==> src/rtl/aux_seq_pkg.sv <==
package aux_seq_pkg;

  localparam logic [3:0] CMD_I2C_WR = 4'h0;
  localparam logic [3:0] CMD_I2C_RD = 4'h1;
  localparam logic [3:0] CMD_MOT_WR = 4'h4;
  localparam logic [3:0] CMD_MOT_RD = 4'h5;
  localparam logic [3:0] CMD_NAT_WR = 4'h8;
  localparam logic [3:0] CMD_NAT_RD = 4'h9;

  typedef enum logic [1:0] {
    OP_START = 2'd0,
    OP_STOP  = 2'd1,
    OP_WRITE = 2'd2,
    OP_READ  = 2'd3
  } i2cOp_e;

  // control -> datapath strobes
  typedef struct packed {
    logic loadReq;
    logic byteNext;
    logic setOpen;
    logic clrOpen;
    logic saveLast;
  } seqStrobe_t;

endpackage

==> src/rtl/aux_seq_dp.sv <==
module aux_seq_dp
  import aux_seq_pkg::*;
#(
  parameter int ADDR_W  = 20,
  parameter int MAX_LEN = 16,
  parameter int I2C_AW  = 7,
  localparam int IDX_W  = $clog2(MAX_LEN),
  localparam int LEN_W  = $clog2(MAX_LEN + 1)
) (
  input  logic                   clk,
  input  logic                   rst,
  input  seqStrobe_t             stb,
  input  logic [3:0]             reqCmd,
  input  logic [ADDR_W-1:0]      reqAddr,
  input  logic [LEN_W-1:0]       reqLen,
  input  logic [MAX_LEN*8-1:0]   reqWrData,
  input  logic [7:0]             regRdata,
  input  logic [7:0]             i2cRdata,
  output logic                   cmdValid,
  output logic                   isNative,
  output logic                   isMot,
  output logic                   isRead,
  output logic                   openFlag,
  output logic                   lastMatch,
  output logic                   lastByte,
  output logic [ADDR_W-1:0]      curAddr,
  output logic [7:0]             curByte,
  output logic [I2C_AW-1:0]      i2cAddr,
  output logic [MAX_LEN*8-1:0]   rdData
);

  logic [3:0]        cmdReg;
  logic [ADDR_W-1:0] baseAddr;
  logic [LEN_W-1:0]  lenReg;
  logic [IDX_W-1:0]  idx;
  logic [ADDR_W-1:0] lastAddr;
  logic [3:0]        lastCmd;
  logic [7:0]        bufMem [MAX_LEN];
  logic [7:0]        rdByte;

  always_comb begin
    cmdValid = 1'b1;
    isNative = 1'b0;
    isMot    = 1'b0;
    isRead   = 1'b0;
    case (cmdReg)
      CMD_I2C_WR: ;
      CMD_I2C_RD: isRead = 1'b1;
      CMD_MOT_WR: isMot = 1'b1;
      CMD_MOT_RD: begin isMot = 1'b1; isRead = 1'b1; end
      CMD_NAT_WR: isNative = 1'b1;
      CMD_NAT_RD: begin isNative = 1'b1; isRead = 1'b1; end
      default:    cmdValid = 1'b0;
    endcase
  end

  always_ff @(posedge clk) begin
    if (rst) begin
      cmdReg   <= 4'hF;
      baseAddr <= '0;
      lenReg   <= '0;
      idx      <= '0;
      openFlag <= 1'b0;
      lastAddr <= '0;
      lastCmd  <= 4'hF;
    end else begin
      if (stb.loadReq) begin
        cmdReg   <= reqCmd;
        baseAddr <= reqAddr;
        lenReg   <= reqLen;
        idx      <= '0;
      end else if (stb.byteNext) begin
        idx <= idx + 1'b1;
      end
      if (stb.setOpen)      openFlag <= 1'b1;
      else if (stb.clrOpen) openFlag <= 1'b0;
      if (stb.saveLast) begin
        lastAddr <= baseAddr;
        lastCmd  <= cmdReg;
      end
    end
  end

  assign rdByte = isNative ? regRdata : i2cRdata;

  for (genvar g = 0; g < MAX_LEN; g++) begin : gBuf
    always_ff @(posedge clk) begin
      if (rst)
        bufMem[g] <= '0;
      else if (stb.loadReq)
        bufMem[g] <= reqWrData[8*g +: 8];
      else if (stb.byteNext && isRead && idx == IDX_W'(g))
        bufMem[g] <= rdByte;
    end
    assign rdData[8*g +: 8] = bufMem[g];
  end

  assign curAddr   = baseAddr + ADDR_W'(idx);
  assign curByte   = bufMem[idx];
  assign i2cAddr   = baseAddr[I2C_AW-1:0];
  assign lastByte  = (LEN_W'(idx) == lenReg - LEN_W'(1));
  assign lastMatch = (baseAddr == lastAddr) && (cmdReg == lastCmd);

  // input assumption on the byte count

  len_range_chk: assert property (@(posedge clk) disable iff (rst)
    stb.loadReq |-> (reqLen >= LEN_W'(1) && reqLen <= LEN_W'(MAX_LEN)));


  addr_step_chk: assert property (@(posedge clk) disable iff (rst)
    (stb.byteNext && !lastByte) |=> (curAddr == $past(curAddr) + ADDR_W'(1)));

endmodule

==> src/rtl/aux_seq_ctrl.sv <==
module aux_seq_ctrl
  import aux_seq_pkg::*;
(
  input  logic       clk,
  input  logic       rst,
  input  logic       reqValid,
  output logic       reqReady,
  output logic       doneValid,
  output logic       doneNack,
  input  logic       cmdValid,
  input  logic       isNative,
  input  logic       isMot,
  input  logic       isRead,
  input  logic       openFlag,
  input  logic       lastMatch,
  input  logic       lastByte,
  output logic       regReq,
  output logic       regWe,
  input  logic       regAck,
  input  logic       regErr,
  output logic       i2cReq,
  output i2cOp_e     i2cOp,
  input  logic       i2cAck,
  input  logic       i2cErr,
  output seqStrobe_t stb
);

  typedef enum logic [2:0] {
    ST_IDLE, ST_DECODE, ST_NAT, ST_PRESTOP, ST_START, ST_BYTE, ST_POSTSTOP, ST_DONE
  } seqState_e;

  seqState_e state, nextState;
  logic      nackReg, nackNext;

  always_comb begin
    nextState = state;
    nackNext  = nackReg;
    stb       = '0;
    case (state)
      ST_IDLE: if (reqValid) begin
        stb.loadReq = 1'b1;
        nackNext    = 1'b0;
        nextState   = ST_DECODE;
      end
      ST_DECODE: begin
        if (!cmdValid) begin
          nackNext  = 1'b1;
          nextState = ST_DONE;
        end else if (isNative) begin
          nextState = ST_NAT;
        end else if (isMot) begin
          if (!openFlag)
            nextState = ST_START;
          else if (!lastMatch)
            nextState = ST_PRESTOP;
          else begin
            stb.saveLast = 1'b1;
            nextState    = ST_BYTE;
          end
        end else begin
          nextState = openFlag ? ST_PRESTOP : ST_START;
        end
      end
      ST_NAT: if (regAck) begin
        if (regErr) begin
          nackNext  = 1'b1;
          nextState = ST_DONE;
        end else begin
          stb.byteNext = 1'b1;
          if (lastByte) nextState = ST_DONE;
        end
      end
      ST_PRESTOP: if (i2cAck) begin
        stb.clrOpen = 1'b1;
        nextState   = ST_START;
      end
      ST_START: if (i2cAck) begin
        if (i2cErr) begin
          nackNext  = 1'b1;
          nextState = ST_DONE;
        end else begin
          stb.setOpen  = 1'b1;
          stb.saveLast = isMot;
          nextState    = ST_BYTE;
        end
      end
      ST_BYTE: if (i2cAck) begin
        if (i2cErr) begin
          nackNext  = 1'b1;
          nextState = ST_POSTSTOP;
        end else begin
          stb.byteNext = 1'b1;
          if (lastByte) nextState = isMot ? ST_DONE : ST_POSTSTOP;
        end
      end
      ST_POSTSTOP: if (i2cAck) begin
        stb.clrOpen = 1'b1;
        nextState   = ST_DONE;
      end
      ST_DONE: nextState = ST_IDLE;
      default: nextState = ST_IDLE;
    endcase
  end

  always_ff @(posedge clk) begin
    if (rst) begin
      state   <= ST_IDLE;
      nackReg <= 1'b0;
    end else begin
      state   <= nextState;
      nackReg <= nackNext;
    end
  end

  always_comb begin
    case (state)
      ST_START: i2cOp = OP_START;
      ST_BYTE:  i2cOp = isRead ? OP_READ : OP_WRITE;
      default:  i2cOp = OP_STOP;
    endcase
  end

  assign i2cReq    = (state == ST_PRESTOP) || (state == ST_START) ||
                     (state == ST_BYTE) || (state == ST_POSTSTOP);
  assign regReq    = (state == ST_NAT);
  assign regWe     = !isRead;
  assign reqReady  = (state == ST_IDLE);
  assign doneValid = (state == ST_DONE);
  assign doneNack  = nackReg;


  i2c_hold_chk: assert property (@(posedge clk) disable iff (rst)
    (i2cReq && !i2cAck) |=> (i2cReq && $stable(i2cOp)));


  reg_hold_chk: assert property (@(posedge clk) disable iff (rst)
    (regReq && !regAck) |=> (regReq && $stable(regWe)));


  start_closed_chk: assert property (@(posedge clk) disable iff (rst)
    (i2cReq && i2cOp == OP_START) |-> !openFlag);


  open_set_chk: assert property (@(posedge clk) disable iff (rst)
    (i2cReq && i2cAck && !i2cErr && i2cOp == OP_START) |=> openFlag);


  stop_close_chk: assert property (@(posedge clk) disable iff (rst)
    (i2cReq && i2cAck && i2cOp == OP_STOP) |=> !openFlag);


  mot_open_chk: assert property (@(posedge clk) disable iff (rst)
    (doneValid && isMot && !doneNack) |-> openFlag);


  done_pulse_chk: assert property (@(posedge clk) disable iff (rst)
    doneValid |=> !doneValid);

endmodule

==> src/rtl/aux_i2c_seq.sv <==
module aux_i2c_seq
  import aux_seq_pkg::*;
#(
  parameter int ADDR_W  = 20,
  parameter int MAX_LEN = 16,
  parameter int I2C_AW  = 7,
  localparam int LEN_W  = $clog2(MAX_LEN + 1)
) (
  input  logic                 clk,
  input  logic                 rst,
  input  logic                 reqValid,
  output logic                 reqReady,
  input  logic [3:0]           reqCmd,
  input  logic [ADDR_W-1:0]    reqAddr,
  input  logic [LEN_W-1:0]     reqLen,
  input  logic [MAX_LEN*8-1:0] reqWrData,
  output logic                 doneValid,
  output logic                 doneNack,
  output logic [MAX_LEN*8-1:0] rdData,
  output logic                 regReq,
  output logic                 regWe,
  output logic [ADDR_W-1:0]    regAddr,
  output logic [7:0]           regWdata,
  input  logic                 regAck,
  input  logic                 regErr,
  input  logic [7:0]           regRdata,
  output logic                 i2cReq,
  output logic [1:0]           i2cOp,
  output logic [I2C_AW-1:0]    i2cAddr,
  output logic                 i2cRnw,
  output logic [7:0]           i2cWdata,
  input  logic                 i2cAck,
  input  logic                 i2cErr,
  input  logic [7:0]           i2cRdata
);

  seqStrobe_t        stb;
  logic              cmdValid, isNative, isMot, isRead;
  logic              openFlag, lastMatch, lastByte;
  logic [ADDR_W-1:0] curAddr;
  logic [7:0]        curByte;
  i2cOp_e            opCode;

  aux_seq_dp #(.ADDR_W(ADDR_W), .MAX_LEN(MAX_LEN), .I2C_AW(I2C_AW)) uDp (
    .clk(clk), .rst(rst), .stb(stb),
    .reqCmd(reqCmd), .reqAddr(reqAddr), .reqLen(reqLen), .reqWrData(reqWrData),
    .regRdata(regRdata), .i2cRdata(i2cRdata),
    .cmdValid(cmdValid), .isNative(isNative), .isMot(isMot), .isRead(isRead),
    .openFlag(openFlag), .lastMatch(lastMatch), .lastByte(lastByte),
    .curAddr(curAddr), .curByte(curByte), .i2cAddr(i2cAddr), .rdData(rdData)
  );

  aux_seq_ctrl uCtrl (
    .clk(clk), .rst(rst),
    .reqValid(reqValid), .reqReady(reqReady),
    .doneValid(doneValid), .doneNack(doneNack),
    .cmdValid(cmdValid), .isNative(isNative), .isMot(isMot), .isRead(isRead),
    .openFlag(openFlag), .lastMatch(lastMatch), .lastByte(lastByte),
    .regReq(regReq), .regWe(regWe), .regAck(regAck), .regErr(regErr),
    .i2cReq(i2cReq), .i2cOp(opCode), .i2cAck(i2cAck), .i2cErr(i2cErr),
    .stb(stb)
  );

  assign i2cOp    = opCode;
  assign i2cRnw   = isRead;
  assign i2cWdata = curByte;
  assign regAddr  = curAddr;
  assign regWdata = curByte;

endmodule

==> config.mk <==
export PLATFORM = sky130hd
export DESIGN_NAME = aux_i2c_seq
export DESIGN_NICKNAME = d
export VERILOG_FILES = /design/src/rtl/aux_seq_pkg.sv /design/src/rtl/aux_seq_dp.sv /design/src/rtl/aux_seq_ctrl.sv /design/src/rtl/aux_i2c_seq.sv
export SDC_FILE = /design/constraint.sdc
export NUM_CORES = 1
export LEC_CHECK = 0
export BUFFER_PORTS_ARGS = -buffer_cell sky130_fd_sc_hd__buf_2
export CELL_PAD_IN_SITES_DETAIL_PLACEMENT = 1
export CELL_PAD_IN_SITES_GLOBAL_PLACEMENT = 1
export CORE_ASPECT_RATIO = 0.6
export CORE_UTILIZATION = 38
export DETAILED_ROUTE_END_ITERATION = 16
export PLACE_DENSITY = 0.86
export SYNTH_ARGS = -nofsm -noshare
export SYNTH_HDL_FRONTEND = slang
export SYNTH_SLANG_ARGS = --single-unit
==> constraint.sdc <==
create_clock -name clk -period 2.52 [get_ports clk]
set_input_delay 0.126 -clock clk [delete_from_list [all_inputs] [get_ports clk]]
set_output_delay 0.126 -clock clk [all_outputs]
set_load 0.02 [all_outputs]
==> results.json <==
{
  "status": "finished with violations",
  "failed_checks": "hold timing, setup timing",
  "yosysTopAreaCell": "sky130_fd_sc_hd__edfxtp_1",
  "multi_input_area_um2": 4310,
  "setup_violations_final": 10,
  "placementRows": 45,
  "wirelength_um": 46700,
  "worst_ep_required_time_ps": 2390,
  "critPathMaxFanout": 6,
  "synth_ff_type": "sky130_fd_sc_hd__edfxtp_1",
  "synthXorXnorAreaFrac": 0.0446,
  "max_slew_headroom": 0.574,
  "grt_antenna_before_repair": 4,
  "synth_sequential_area_ratio": 0.526,
  "hold_ws_ps": -1.35,
  "dieArea_um2": 26500,
  "global_route.overflow_total": 0,
  "area_growth_syn_to_layout_pct": 44.4,
  "drive_above_1_share": 0.393,
  "worst-r2r-cell-count": 6,
  "preCtsSetupSlack_ps": 151,
  "synthTopCellsByArea": "sky130_fd_sc_hd__edfxtp_1, sky130_fd_sc_hd__dfxtp_1, sky130_fd_sc_hd__mux4_2",
  "synth-adder-area-share": 0.0135,
  "num_vias": 10000,
  "critical-path-slowest-cell": "sky130_fd_sc_hd__mux4_2",
  "critical_path.cell_chain": "buf_12, buf_6, mux4_2, mux4_2, buf_6",
  "r2r-end": "uDp.bufMem[15][7]",
  "design.core.area_um2": 25300,
  "postSynthRegisterBits": 194,
  "drc": 0,
  "syn_nets": 1078,
  "synth_top_family_by_area": "simple AND/OR/NAND/NOR gates",
  "fillers": 2800,
  "clkSlewWorstSetupHoldPaths_ps": 80,
  "synth.avg_cell_area_um2": 11.1,
  "synth-warning-count": 0,
  "via_count_of_the_first_global_routing_pass": 10400,
  "skew_pair_late_insertion_delay_ps": 460,
  "global_route_wire_length_before_repair_um": 67100,
  "fin_util": 0.560,
  "via_per_inst": 5.85,
  "drv.max_cap_violation_count": 0,
  "netlist-cell-type-count": 54,
  "antenna_violating_nets_post_route": 0,
  "p_total_mw": 11.9,
  "worstMarginPinSlew_ps": 638,
  "gp_congestion": 0.985,
  "nets": 1558,
  "mux_contribution_to_synthesized_area": 0.121,
  "area_fraction_in_compound_gates_after_synthesis": 0.115,
  "cts_num_sinks": 194,
  "critical-path-max-stage-delay_ps": 570,
  "highest_achievable_clock_rate_ghz": 0.391,
  "post-place-cells": 1541,
  "place.port_buffers": 359,
  "rsz_0062_raised_after_global_routing": "true",
  "detailedPlacementHpwl_um": 31300,
  "finalHoldViolations": 2,
  "ios": 360,
  "detail_route.iter0.violations": 970,
  "max-vdd-ir-drop_uv": 505,
  "critical_path.startpoint_type": "register",
  "syn_inst": 888,
  "yosys.cell_count.top_type": "sky130_fd_sc_hd__nand2_1",
  "overall_global_routing_resource_usage": 0.347,
  "start_util": 0.387,
  "synthesis.area_um2": 9820,
  "setup_ws_ps": -36.0,
  "synth-edff-count": 128,
  "finalCritPeriodShare": 1.01,
  "post_synth_and_or_nand_nor_area_fraction": 0.133,
  "fp.dieW_um": 210,
  "skew_ps": 18.1,
  "synth_async_sr_flop_share": 0,
  "worst_r2r_startpoint": "uCtrl.state[0]",
  "regArea_um2": 5190,
  "routedWlPerCell_um": 27.2,
  "yosys.area.top_type_share": 0.392,
  "yosys-top-cells-count": "sky130_fd_sc_hd__nand2_1, sky130_fd_sc_hd__edfxtp_1, sky130_fd_sc_hd__o21ai_0",
  "maxSlewViolCount": 0,
  "timing.setup.critical_path_class": "register to primary output",
  "power_density_nw_per_um2": 838,
  "critPathCaptureType": "primary output",
  "clock-root-buffer": "sky130_fd_sc_hd__clkbuf_16",
  "layoutNonFillerInstCount": 1714,
  "final_critical_path_required_period_ps": 2560,
  "detail_route.first_pass.iterations": 5,
  "die_h_um": 127,
  "cellLeakagePower_nw": 6.03,
  "worst-endpoint-arrival_ps": 2430,
  "cts_htree_levels": 4,
  "timing.hold.worst.class": "input port to register",
  "r2r_setup_slack_ps": 110,
  "cts_inserted_buffers": 17,
  "cts_tree": "yes",
  "grt_start_max_net_pins": 84,
  "crit_path_end": "regWdata[5]",
  "cts-root-to-sink-buffers": 2
}
## registers in the layout (all words and copies together), names as in the netlist, named ones only
signal          cells
uDp.bufMem        128
uDp.baseAddr       20
uDp.lastAddr       20
uDp.lenReg          5
uDp.cmdReg          4
uDp.idx             4
uDp.lastCmd         4
uCtrl.state         3
uCtrl.doneNack      1
uDp.openFlag        1
## cell families after synthesis
family,Yosys count
buf+inv,91
xor+xnor,50
flops,194
fa+ha+maj,10
simple gates,282
mux,69
compound gates,192
## metal layers
metal	global-route usage	wire length [um]	up-vias
met5	0	8	-
met4	0.139	1930	2
met3	0.0810	5190	161
met2	0.556	21200	744
met1	0.458	18400	4966
li1	-	-	4146
## power by group
group	internal (mW)	switching (mW)	leakage (nW)	total, mW
Sequential	4.17	0.619	1.91	4.79
Clock	1.56	1.32	0.310	2.88
Combinational	1.50	2.71	3.81	4.21
## worst min path at each step
stage             startpoint                 to  cells after the start
6_report       reqWrData[86]  uDp.bufMem[10][6]                      3
5_1_grt        reqWrData[67]   uDp.bufMem[8][3]                      3
4_1_cts        reqWrData[30]   uDp.bufMem[3][6]                      3
3_5_place_dp      reqAddr[7]    uDp.baseAddr[7]                      3
3_3_place_gp     reqAddr[18]   uDp.baseAddr[18]                      3
2_1_floorplan    reqAddr[15]   uDp.baseAddr[15]                      2
## final cells by class
type	instances	area share
clock inverter	9	0.00547
multi-input combinational	603	0.304
timing repair buffer	535	0.253
sequential	194	0.366
inverter	17	0.00450
antenna	4	0.000706
clock buffer	23	0.0375
tap	329	0.0290
## cells in the final DEF, fill, tap and decap left out, types with 3 or more instances in the layout
cell | netlist | routed
sky130_fd_sc_hd__o21ai_1 | 53 | 53
sky130_fd_sc_hd__dlygate4sd3_1 | 0 | 128
sky130_fd_sc_hd__ha_1 | 9 | 8
sky130_fd_sc_hd__nand2_2 | 16 | 17
sky130_fd_sc_hd__and2_4 | 4 | 4
sky130_fd_sc_hd__nor2_2 | 4 | 4
sky130_fd_sc_hd__xor2_1 | 6 | 6
sky130_fd_sc_hd__mux2i_1 | 29 | 24
sky130_fd_sc_hd__diode_2 | 0 | 4
sky130_fd_sc_hd__nor3b_1 | 4 | 3
sky130_fd_sc_hd__xnor2_1 | 44 | 44
sky130_fd_sc_hd__clkbuf_16 | 0 | 21
sky130_fd_sc_hd__inv_2 | 0 | 3
sky130_fd_sc_hd__mux4_2 | 40 | 40
sky130_fd_sc_hd__o22a_1 | 3 | 3
sky130_fd_sc_hd__nand2_1 | 164 | 163
sky130_fd_sc_hd__dfxtp_4 | 0 | 5
sky130_fd_sc_hd__edfxtp_1 | 128 | 128
sky130_fd_sc_hd__nand4_1 | 10 | 10
sky130_fd_sc_hd__inv_1 | 17 | 14
sky130_fd_sc_hd__nor3_1 | 5 | 4
sky130_fd_sc_hd__nand3_1 | 11 | 8
sky130_fd_sc_hd__nor2b_1 | 4 | 4
sky130_fd_sc_hd__buf_6 | 3 | 6
sky130_fd_sc_hd__mux2i_2 | 0 | 5
sky130_fd_sc_hd__buf_4 | 19 | 44
sky130_fd_sc_hd__o21ai_0 | 86 | 86
sky130_fd_sc_hd__nor2_1 | 43 | 41
sky130_fd_sc_hd__dfxtp_1 | 66 | 57
sky130_fd_sc_hd__a22o_1 | 21 | 21
sky130_fd_sc_hd__dfxtp_2 | 0 | 4
sky130_fd_sc_hd__a21oi_1 | 12 | 9
sky130_fd_sc_hd__a21o_1 | 3 | 3
sky130_fd_sc_hd__buf_12 | 0 | 7
sky130_fd_sc_hd__buf_2 | 21 | 349
## per-stage QoR
step,TNS [ps],area [um2]
final,-116,14200
after global routing,-498,14200
after detailed placement,0,12000
after global placement,0,12000
after CTS,0,14100
after floorplan,0,9820
## worst max-delay path, delay by kind of cell, from the launching register on
family	cells	cell delay, ps
buffers and inverters	3	420
muxes	2	1120
DFF	1	430
## repair_timing
action | 4_1_cts | 5_1_grt
endpoints found under the setup margin | 16 | 29
buffers inserted | 8 | 0
pin swaps | 5 | 3
hold endpoints to repair | 128 | 0
gates cloned | 1 | 1
hold buffers | 128 | 0
resized for setup | 25 | 24
No activity file was read; power rests on OpenSTA's default activity.
